[src/rtl/tbs_pkg.sv]
package tbs_pkg;

  localparam int unsigned WORD_W = 32;
  localparam int unsigned OPC_W  = 6;
  localparam int unsigned SUB_W  = 5;
  localparam int unsigned RIDX_W = 5;
  localparam int unsigned DISP_W = 16;

  // Outcome of the signed compare against zero
  typedef enum logic [1:0] {
    CMP_LT = 2'd0,
    CMP_EQ = 2'd1,
    CMP_GT = 2'd2
  } cmp_class_e;

  // Field layout of the 64-bit instruction, first half in the upper 32 bits
  typedef struct packed {
    logic [OPC_W-1:0]  opc;
    logic [SUB_W-1:0]  sub;
    logic [RIDX_W-1:0] reg_idx;
    logic [DISP_W-1:0] disp_neg;
    logic [DISP_W-1:0] disp_zero;
    logic [DISP_W-1:0] disp_pos;
  } br_fields_t;

endpackage

[src/rtl/tbs_decode.sv]
module tbs_decode
  import tbs_pkg::*;
#(
  parameter logic [OPC_W-1:0] OPCODE  = 6'h3A,
  parameter logic [SUB_W-1:0] SUBCODE = 5'h07
) (
  input  logic              valid_i,
  input  logic [WORD_W-1:0] word0_i,
  input  logic [WORD_W-1:0] word1_i,
  output logic [RIDX_W-1:0] reg_idx_o,
  output logic [DISP_W-1:0] disp_neg_o,
  output logic [DISP_W-1:0] disp_zero_o,
  output logic [DISP_W-1:0] disp_pos_o,
  output logic              hit_o
);

  br_fields_t fields;

  assign fields      = br_fields_t'({word0_i, word1_i});
  assign reg_idx_o   = fields.reg_idx;
  assign disp_neg_o  = fields.disp_neg;
  assign disp_zero_o = fields.disp_zero;
  assign disp_pos_o  = fields.disp_pos;
  assign hit_o       = valid_i && (fields.opc == OPCODE) && (fields.sub == SUBCODE);

endmodule

[src/rtl/tbs_classify.sv]
module tbs_classify
  import tbs_pkg::*;
#(
  parameter int unsigned OPERAND_W = 64
) (
  input  logic [OPERAND_W-1:0] operand_i,
  output cmp_class_e           cls_o
);

  logic is_neg;
  logic is_zero;

  assign is_neg  = operand_i[OPERAND_W-1];
  assign is_zero = ~|operand_i;

  always_comb begin
    if (is_neg)       cls_o = CMP_LT;
    else if (is_zero) cls_o = CMP_EQ;
    else              cls_o = CMP_GT;
  end

endmodule

[src/rtl/tbs_target.sv]
module tbs_target
  import tbs_pkg::*;
#(
  parameter int unsigned ADDR_W = 64,
  parameter int unsigned SHIFT  = 2
) (
  input  logic              clk,
  input  logic              rst,
  input  logic              hit_i,
  input  cmp_class_e        cls_i,
  input  logic [DISP_W-1:0] disp_neg_i,
  input  logic [DISP_W-1:0] disp_zero_i,
  input  logic [DISP_W-1:0] disp_pos_i,
  input  logic [ADDR_W-1:0] pc_i,
  output logic              taken_o,
  output logic [ADDR_W-1:0] target_o
);

  localparam int unsigned EXT_W = ADDR_W - DISP_W;

  logic [DISP_W-1:0] disp_sel;
  logic [ADDR_W-1:0] disp_ext;
  logic [ADDR_W-1:0] offset;
  logic [ADDR_W-1:0] next_target;

  always_comb begin
    unique case (cls_i)
      CMP_LT:  disp_sel = disp_neg_i;
      CMP_EQ:  disp_sel = disp_zero_i;
      default: disp_sel = disp_pos_i;
    endcase
  end

  assign disp_ext    = {{EXT_W{disp_sel[DISP_W-1]}}, disp_sel};
  assign offset      = disp_ext << SHIFT;
  assign next_target = pc_i + offset;

  always_ff @(posedge clk) begin
    if (rst) begin
      taken_o  <= 1'b0;
      target_o <= '0;
    end else begin
      taken_o <= hit_i;
      if (hit_i) target_o <= next_target;
    end
  end

  AST_RESET_CLEAR: assert property (@(posedge clk) rst |=> (!taken_o && target_o == '0));
  AST_HIT_STROBE: assert property (@(posedge clk) disable iff (rst) hit_i |=> taken_o);
  AST_MISS_HOLD: assert property (@(posedge clk) disable iff (rst) !hit_i |=> (!taken_o && $stable(target_o)));
  AST_TARGET_ALIGN: assert property (@(posedge clk) disable iff (rst) hit_i |=> (target_o[SHIFT-1:0] == $past(pc_i[SHIFT-1:0])));

endmodule

[src/rtl/tri_branch_sel.sv]
module tri_branch_sel
  import tbs_pkg::*;
#(
  parameter int unsigned      ADDR_W    = 64,
  parameter int unsigned      OPERAND_W = 64,
  parameter int unsigned      SHIFT     = 2,
  parameter logic [OPC_W-1:0] OPCODE    = 6'h3A,
  parameter logic [SUB_W-1:0] SUBCODE   = 5'h07
) (
  input  logic                 clk,
  input  logic                 rst,
  input  logic                 valid_i,
  input  logic [WORD_W-1:0]    word0_i,
  input  logic [WORD_W-1:0]    word1_i,
  input  logic [OPERAND_W-1:0] operand_i,
  input  logic [ADDR_W-1:0]    pc_i,
  output logic [RIDX_W-1:0]    reg_idx_o,
  output logic                 taken_o,
  output logic [ADDR_W-1:0]    target_o
);

  logic              hit;
  logic [DISP_W-1:0] disp_neg;
  logic [DISP_W-1:0] disp_zero;
  logic [DISP_W-1:0] disp_pos;
  cmp_class_e        cls;

  tbs_decode #(
    .OPCODE  (OPCODE),
    .SUBCODE (SUBCODE)
  ) u_decode (
    .valid_i     (valid_i),
    .word0_i     (word0_i),
    .word1_i     (word1_i),
    .reg_idx_o   (reg_idx_o),
    .disp_neg_o  (disp_neg),
    .disp_zero_o (disp_zero),
    .disp_pos_o  (disp_pos),
    .hit_o       (hit)
  );

  tbs_classify #(
    .OPERAND_W (OPERAND_W)
  ) u_classify (
    .operand_i (operand_i),
    .cls_o     (cls)
  );

  tbs_target #(
    .ADDR_W (ADDR_W),
    .SHIFT  (SHIFT)
  ) u_target (
    .clk         (clk),
    .rst         (rst),
    .hit_i       (hit),
    .cls_i       (cls),
    .disp_neg_i  (disp_neg),
    .disp_zero_i (disp_zero),
    .disp_pos_i  (disp_pos),
    .pc_i        (pc_i),
    .taken_o     (taken_o),
    .target_o    (target_o)
  );

endmodule

[config.mk]
export PLATFORM = sky130hd
export DESIGN_NAME = tri_branch_sel
export DESIGN_NICKNAME = d
export VERILOG_FILES = /design/src/rtl/tbs_pkg.sv /design/src/rtl/tbs_decode.sv /design/src/rtl/tbs_classify.sv /design/src/rtl/tbs_target.sv /design/src/rtl/tri_branch_sel.sv
export SDC_FILE = /design/constraint.sdc
export NUM_CORES = 1
export LEC_CHECK = 0
export ABC_AREA = 1
export ABC_CLOCK_PERIOD_IN_PS = 4900
export BUFFER_PORTS_ARGS = -buffer_cell sky130_fd_sc_hd__buf_2
export CORE_ASPECT_RATIO = 0.9
export CORE_MARGIN = 3
export CORE_UTILIZATION = 45
export DETAILED_ROUTE_END_ITERATION = 8
export HOLD_SLACK_MARGIN = 0.06
export PLACE_DENSITY_LB_ADDON = 0.15
export SETUP_SLACK_MARGIN = 0.4
export SLEW_MARGIN = 10
export SYNTH_ARGS = -nofsm -noshare
export SYNTH_HDL_FRONTEND = slang
export SYNTH_SLANG_ARGS = --single-unit
[constraint.sdc]
create_clock -name clk -period 4.9 [get_ports clk]
set_input_delay 0.735 -clock clk [delete_from_list [all_inputs] [get_ports clk]]
set_output_delay 0.735 -clock clk [all_outputs]
set_load 0.02 [all_outputs]
==> flow_summary_export.csv <==
group,metric,value,unit
timing,worst_pin_slew,1.04,ns
place,port-buffer-count,254,
timing,final_critical_path_required_period,4.12,ns
detailed_routing,remaining_drc_errors,0,
grt,grt_pass1_vias,8220,
synthesis,cell_with_the_most_instances_after_synthesis,"sky130_fd_sc_hd__nand2_1",
critical_path,delay_heaviest_family_cp,"simple AND/OR/NAND/NOR gates",
timing,setup_violations,0,
synthesis,mappedNetlistArea,7620,um^2
status,outcome,"complete, no violations",
hold_path,min_path_cells,2,
place,final_gp_congestion,1.00,
clocking,clk_root_buffer_cell,"sky130_fd_sc_hd__clkbuf_16",
synthesis,synth_ff_type,"sky130_fd_sc_hd__dfxtp_1",
clocking,clkLatencyLatePin,0.33,ns
detailed_routing,per_cell_via_count_in_the_routed_design,5.27,
cells_and_area,layout-drive-gt1-share,0.248,
place,pre_cts_slack,0.364,ns
floorplanning,die_w,143,um
critical_path,setup.worst_path.start_class,"input pin",
critical_path,cp.depth,26,
critical_path,timing.critical_path.fanout_max,16,
floorplanning,die_height,129,um
synthesis,synth_warnings,0,
timing,period_share,0.840,
synthesis,synth_commonest_cells,"407 x sky130_fd_sc_hd__nand2_1, 178 x sky130_fd_sc_hd__nor2_1, 177 x sky130_fd_sc_hd__inv_1, 82 x sky130_fd_sc_hd__nand3_1, 72 x sky130_fd_sc_hd__o21ai_0",
critical_path,buffers_and_inverters_on_the_worst_path,3,
timing,worst_slack,0.782,ns
grt,global_route.overflow_total,0,
clocking,reg_clk_slew_reported_paths,0.06,ns
synthesis,synth_edf_count,0,
place,dpl.hpwl,22900,um
floorplanning,floorplan.initialDensity,0.466,
grt,number_of_antenna_violations_at_the_first_check_in_global_routing,0,
timing,fmax,243,MHz
synthesis,synth_cell_type_count,44,
critical_path,cp_data_arrival_time,4.36,ns
critical_path,critical_path_s_largest_stage_delay,0.43,ns
timing,fin_hold_viols,0,
clocking,holdBufCountCts,0,
detailed_routing,routed_wirelength,27500,um
clocking,h-tree-depth,3,
grt,wire_length_of_the_first_global_routing_pass,42600,um
critical_path,timing.setup.critical_path_class,"in -> reg",
power,power_density_normalized_to_cell_area,205,nW/um^2
synthesis,synth_seq_cells,65,
synthesis,synth_area_leader_cell,"sky130_fd_sc_hd__nand2_1",
floorplanning,floorplan.die_area,18500,um^2
clocking,cts_sinks,65,
grt,globalRouteTotalUtil,0.290,
timing,setup_tns,0,ns
detailed_routing,post_drt_wl_per_cell,15.2,um
synthesis,synth_cells,1362,
detailed_routing,ant_nets,0,
synthesis,synth.yosys.seq_area_share,0.171,
detailed_routing,first_iter_violations,873,
clocking,cts_tree,"yes",
clocking,cts_inserted_buffers,9,
detailed_routing,detailroute.via_count,9544,
power,maximum_resistive_drop_on_vdd,0.157,mV
critical_path,timing.critical_path.slowest_stage_cell,"sky130_fd_sc_hd__fa_1",
job,timing.max_cap.violations,0,
grt,grt_max_degree,65,
critical_path,cp_common_cell,"sky130_fd_sc_hd__nand2_1",
synthesis,proportion_of_netlist_area_held_by_the_largest_area_contributor,0.200,
hold_path,hold_path.class,"reg -> reg",
cells_and_area,insertedDiodeCount,0,
floorplanning,top_level_ports,265,
cells_and_area,final_nets,1810,
clocking,clock_tree.buffer_depth,2,
floorplanning,num_rows,44,
synthesis,async_reset_ff_frac,0,
synthesis,synthesis.area_per_instance,5.59,um^2
timing,fin_clk_skew,0,ns
detailed_routing,drt_pre_antenna_iters,5,
synthesis,syn_nets,1574,
critical_path,worst-r2r-cell-count,2,
timing,slew_violations,0,
floorplanning,core,16400,um^2
cells_and_area,area_growth_syn_to_layout,22.0,%
timing,grt_setup_unrepaired,"no",
critical_path,critPathCaptureType,"flip-flop",
power,power.static_leakage,5.22,nW
timing,timing.max_slew.rel_slack,0.303,
critical_path,cp.required,5.14,ns
synthesis,post_synth_main_area_contributors,"sky130_fd_sc_hd__nand2_1 20%, sky130_fd_sc_hd__dfxtp_1 17%, sky130_fd_sc_hd__nor2_1 8.8%, sky130_fd_sc_hd__inv_1 8.7%, sky130_fd_sc_hd__nand3_1 5.4%",
## final timing paths
kind                                                           end                                from  slack (ns)
worst min register to register  u_target.target_o[26]$_SDFFE_PP0P_  u_target.target_o[26]$_SDFFE_PP0P_        0.50
worst max register to register  u_target.target_o[41]$_SDFFE_PP0P_  u_target.target_o[41]$_SDFFE_PP0P_        4.08
worst max-delay path            u_target.target_o[56]$_SDFFE_PP0P_                       operand_i[19]        0.78
worst min-delay path            u_target.target_o[26]$_SDFFE_PP0P_  u_target.target_o[26]$_SDFFE_PP0P_        0.50
## power breakdown
part	total, mW	switching, mW	internal [mW]	leakage [nW]
logic	0.724	0.478	0.245	4.56
registers	0.529	0.000113	0.529	0.523
clock network	0.649	0.256	0.393	0.137
total	1.90	0.735	1.17	5.22
## timing repair
| action | 4_1_cts | 5_1_grt |
|---|---|---|
| resized for setup | 0 | 2 |
| buffers inserted | 0 | 2 |
| setup endpoints to repair | 0 | 17 |
## placed cells by master, fill, tap and decap left out, types with 4 or more instances in the layout
| cell type | n |
|---|---|
| sky130_fd_sc_hd__nor2_2 | 30 |
| sky130_fd_sc_hd__buf_2 | 254 |
| sky130_fd_sc_hd__nand3_1 | 82 |
| sky130_fd_sc_hd__buf_4 | 8 |
| sky130_fd_sc_hd__a31oi_1 | 4 |
| sky130_fd_sc_hd__inv_1 | 176 |
| sky130_fd_sc_hd__nand3_2 | 4 |
| sky130_fd_sc_hd__nand3b_1 | 24 |
| sky130_fd_sc_hd__and2_1 | 4 |
| sky130_fd_sc_hd__clkbuf_16 | 9 |
| sky130_fd_sc_hd__o21ai_0 | 72 |
| sky130_fd_sc_hd__nand2_2 | 40 |
| sky130_fd_sc_hd__dfxtp_1 | 65 |
| sky130_fd_sc_hd__nand4_1 | 14 |
| sky130_fd_sc_hd__nor3_1 | 4 |
| sky130_fd_sc_hd__ha_1 | 16 |
| sky130_fd_sc_hd__xnor2_1 | 5 |
| sky130_fd_sc_hd__nand2_1 | 407 |
| sky130_fd_sc_hd__nand2_4 | 7 |
| sky130_fd_sc_hd__a21oi_1 | 53 |
| sky130_fd_sc_hd__xor2_1 | 9 |
| sky130_fd_sc_hd__o211ai_1 | 6 |
| sky130_fd_sc_hd__o21ai_1 | 14 |
| sky130_fd_sc_hd__o41ai_1 | 41 |
| sky130_fd_sc_hd__nor2_4 | 11 |
| sky130_fd_sc_hd__o221ai_1 | 5 |
| sky130_fd_sc_hd__inv_2 | 19 |
| sky130_fd_sc_hd__nor2_1 | 178 |
| sky130_fd_sc_hd__o22ai_1 | 14 |
## cell type report
| class | count | area, um^2 |
|---|---|---|
| clock inverters | 7 | 71.3 |
| flip-flops and latches | 65 | 1300 |
| multi-input cells | 1063 | 5370 |
| clock buffers | 9 | 225 |
| inverters | 197 | 739 |
| fillers | 1743 | 7050 |
| well taps | 207 | 259 |
| repair buffers | 262 | 1330 |
## cell families after synthesis
family,synth area share
DFF,0.171
xor gates and xnor gates,0.0161
AOI/OAI and AO/OA,0.173
and+or+nand+nor,0.486
buffers and inverters,0.125
adders and majority gates,0.0289
## worst reg2reg max path, cell delays in order (launching register included)
cell	delay [ns]
sky130_fd_sc_hd__dfxtp_1	0.42
sky130_fd_sc_hd__o21ai_0	0.13
sky130_fd_sc_hd__a31oi_1	0.20
## through the flow
step           instances  hold WS (ns)   util  total power [mW]  instance area, um^2
2_1_floorplan       1362         0.605      -              1.02                 7620
3_3_place_gp        1792         0.480  0.549              1.24                 8980
3_5_place_dp        1792         0.487  0.549              1.24                 8980
4_1_cts             1808         0.500  0.567              1.89                 9280
5_1_grt             1810         0.525  0.569              2.01                 9300
6_report            1810         0.500  0.569              1.90                 9300
## layer usage
layer	GRT usage	share of wire
met1	0.451	0.49
met2	0.428	0.41
met3	0.0410	0.096
met4	0.0430	0.0060
met5	0	0.0013
## state kept, by name (all words and copies together), names as in the netlist
signal and flops:
u_target.taken_o 1, u_target.target_o 64
Power figures use the tool's default switching activity.
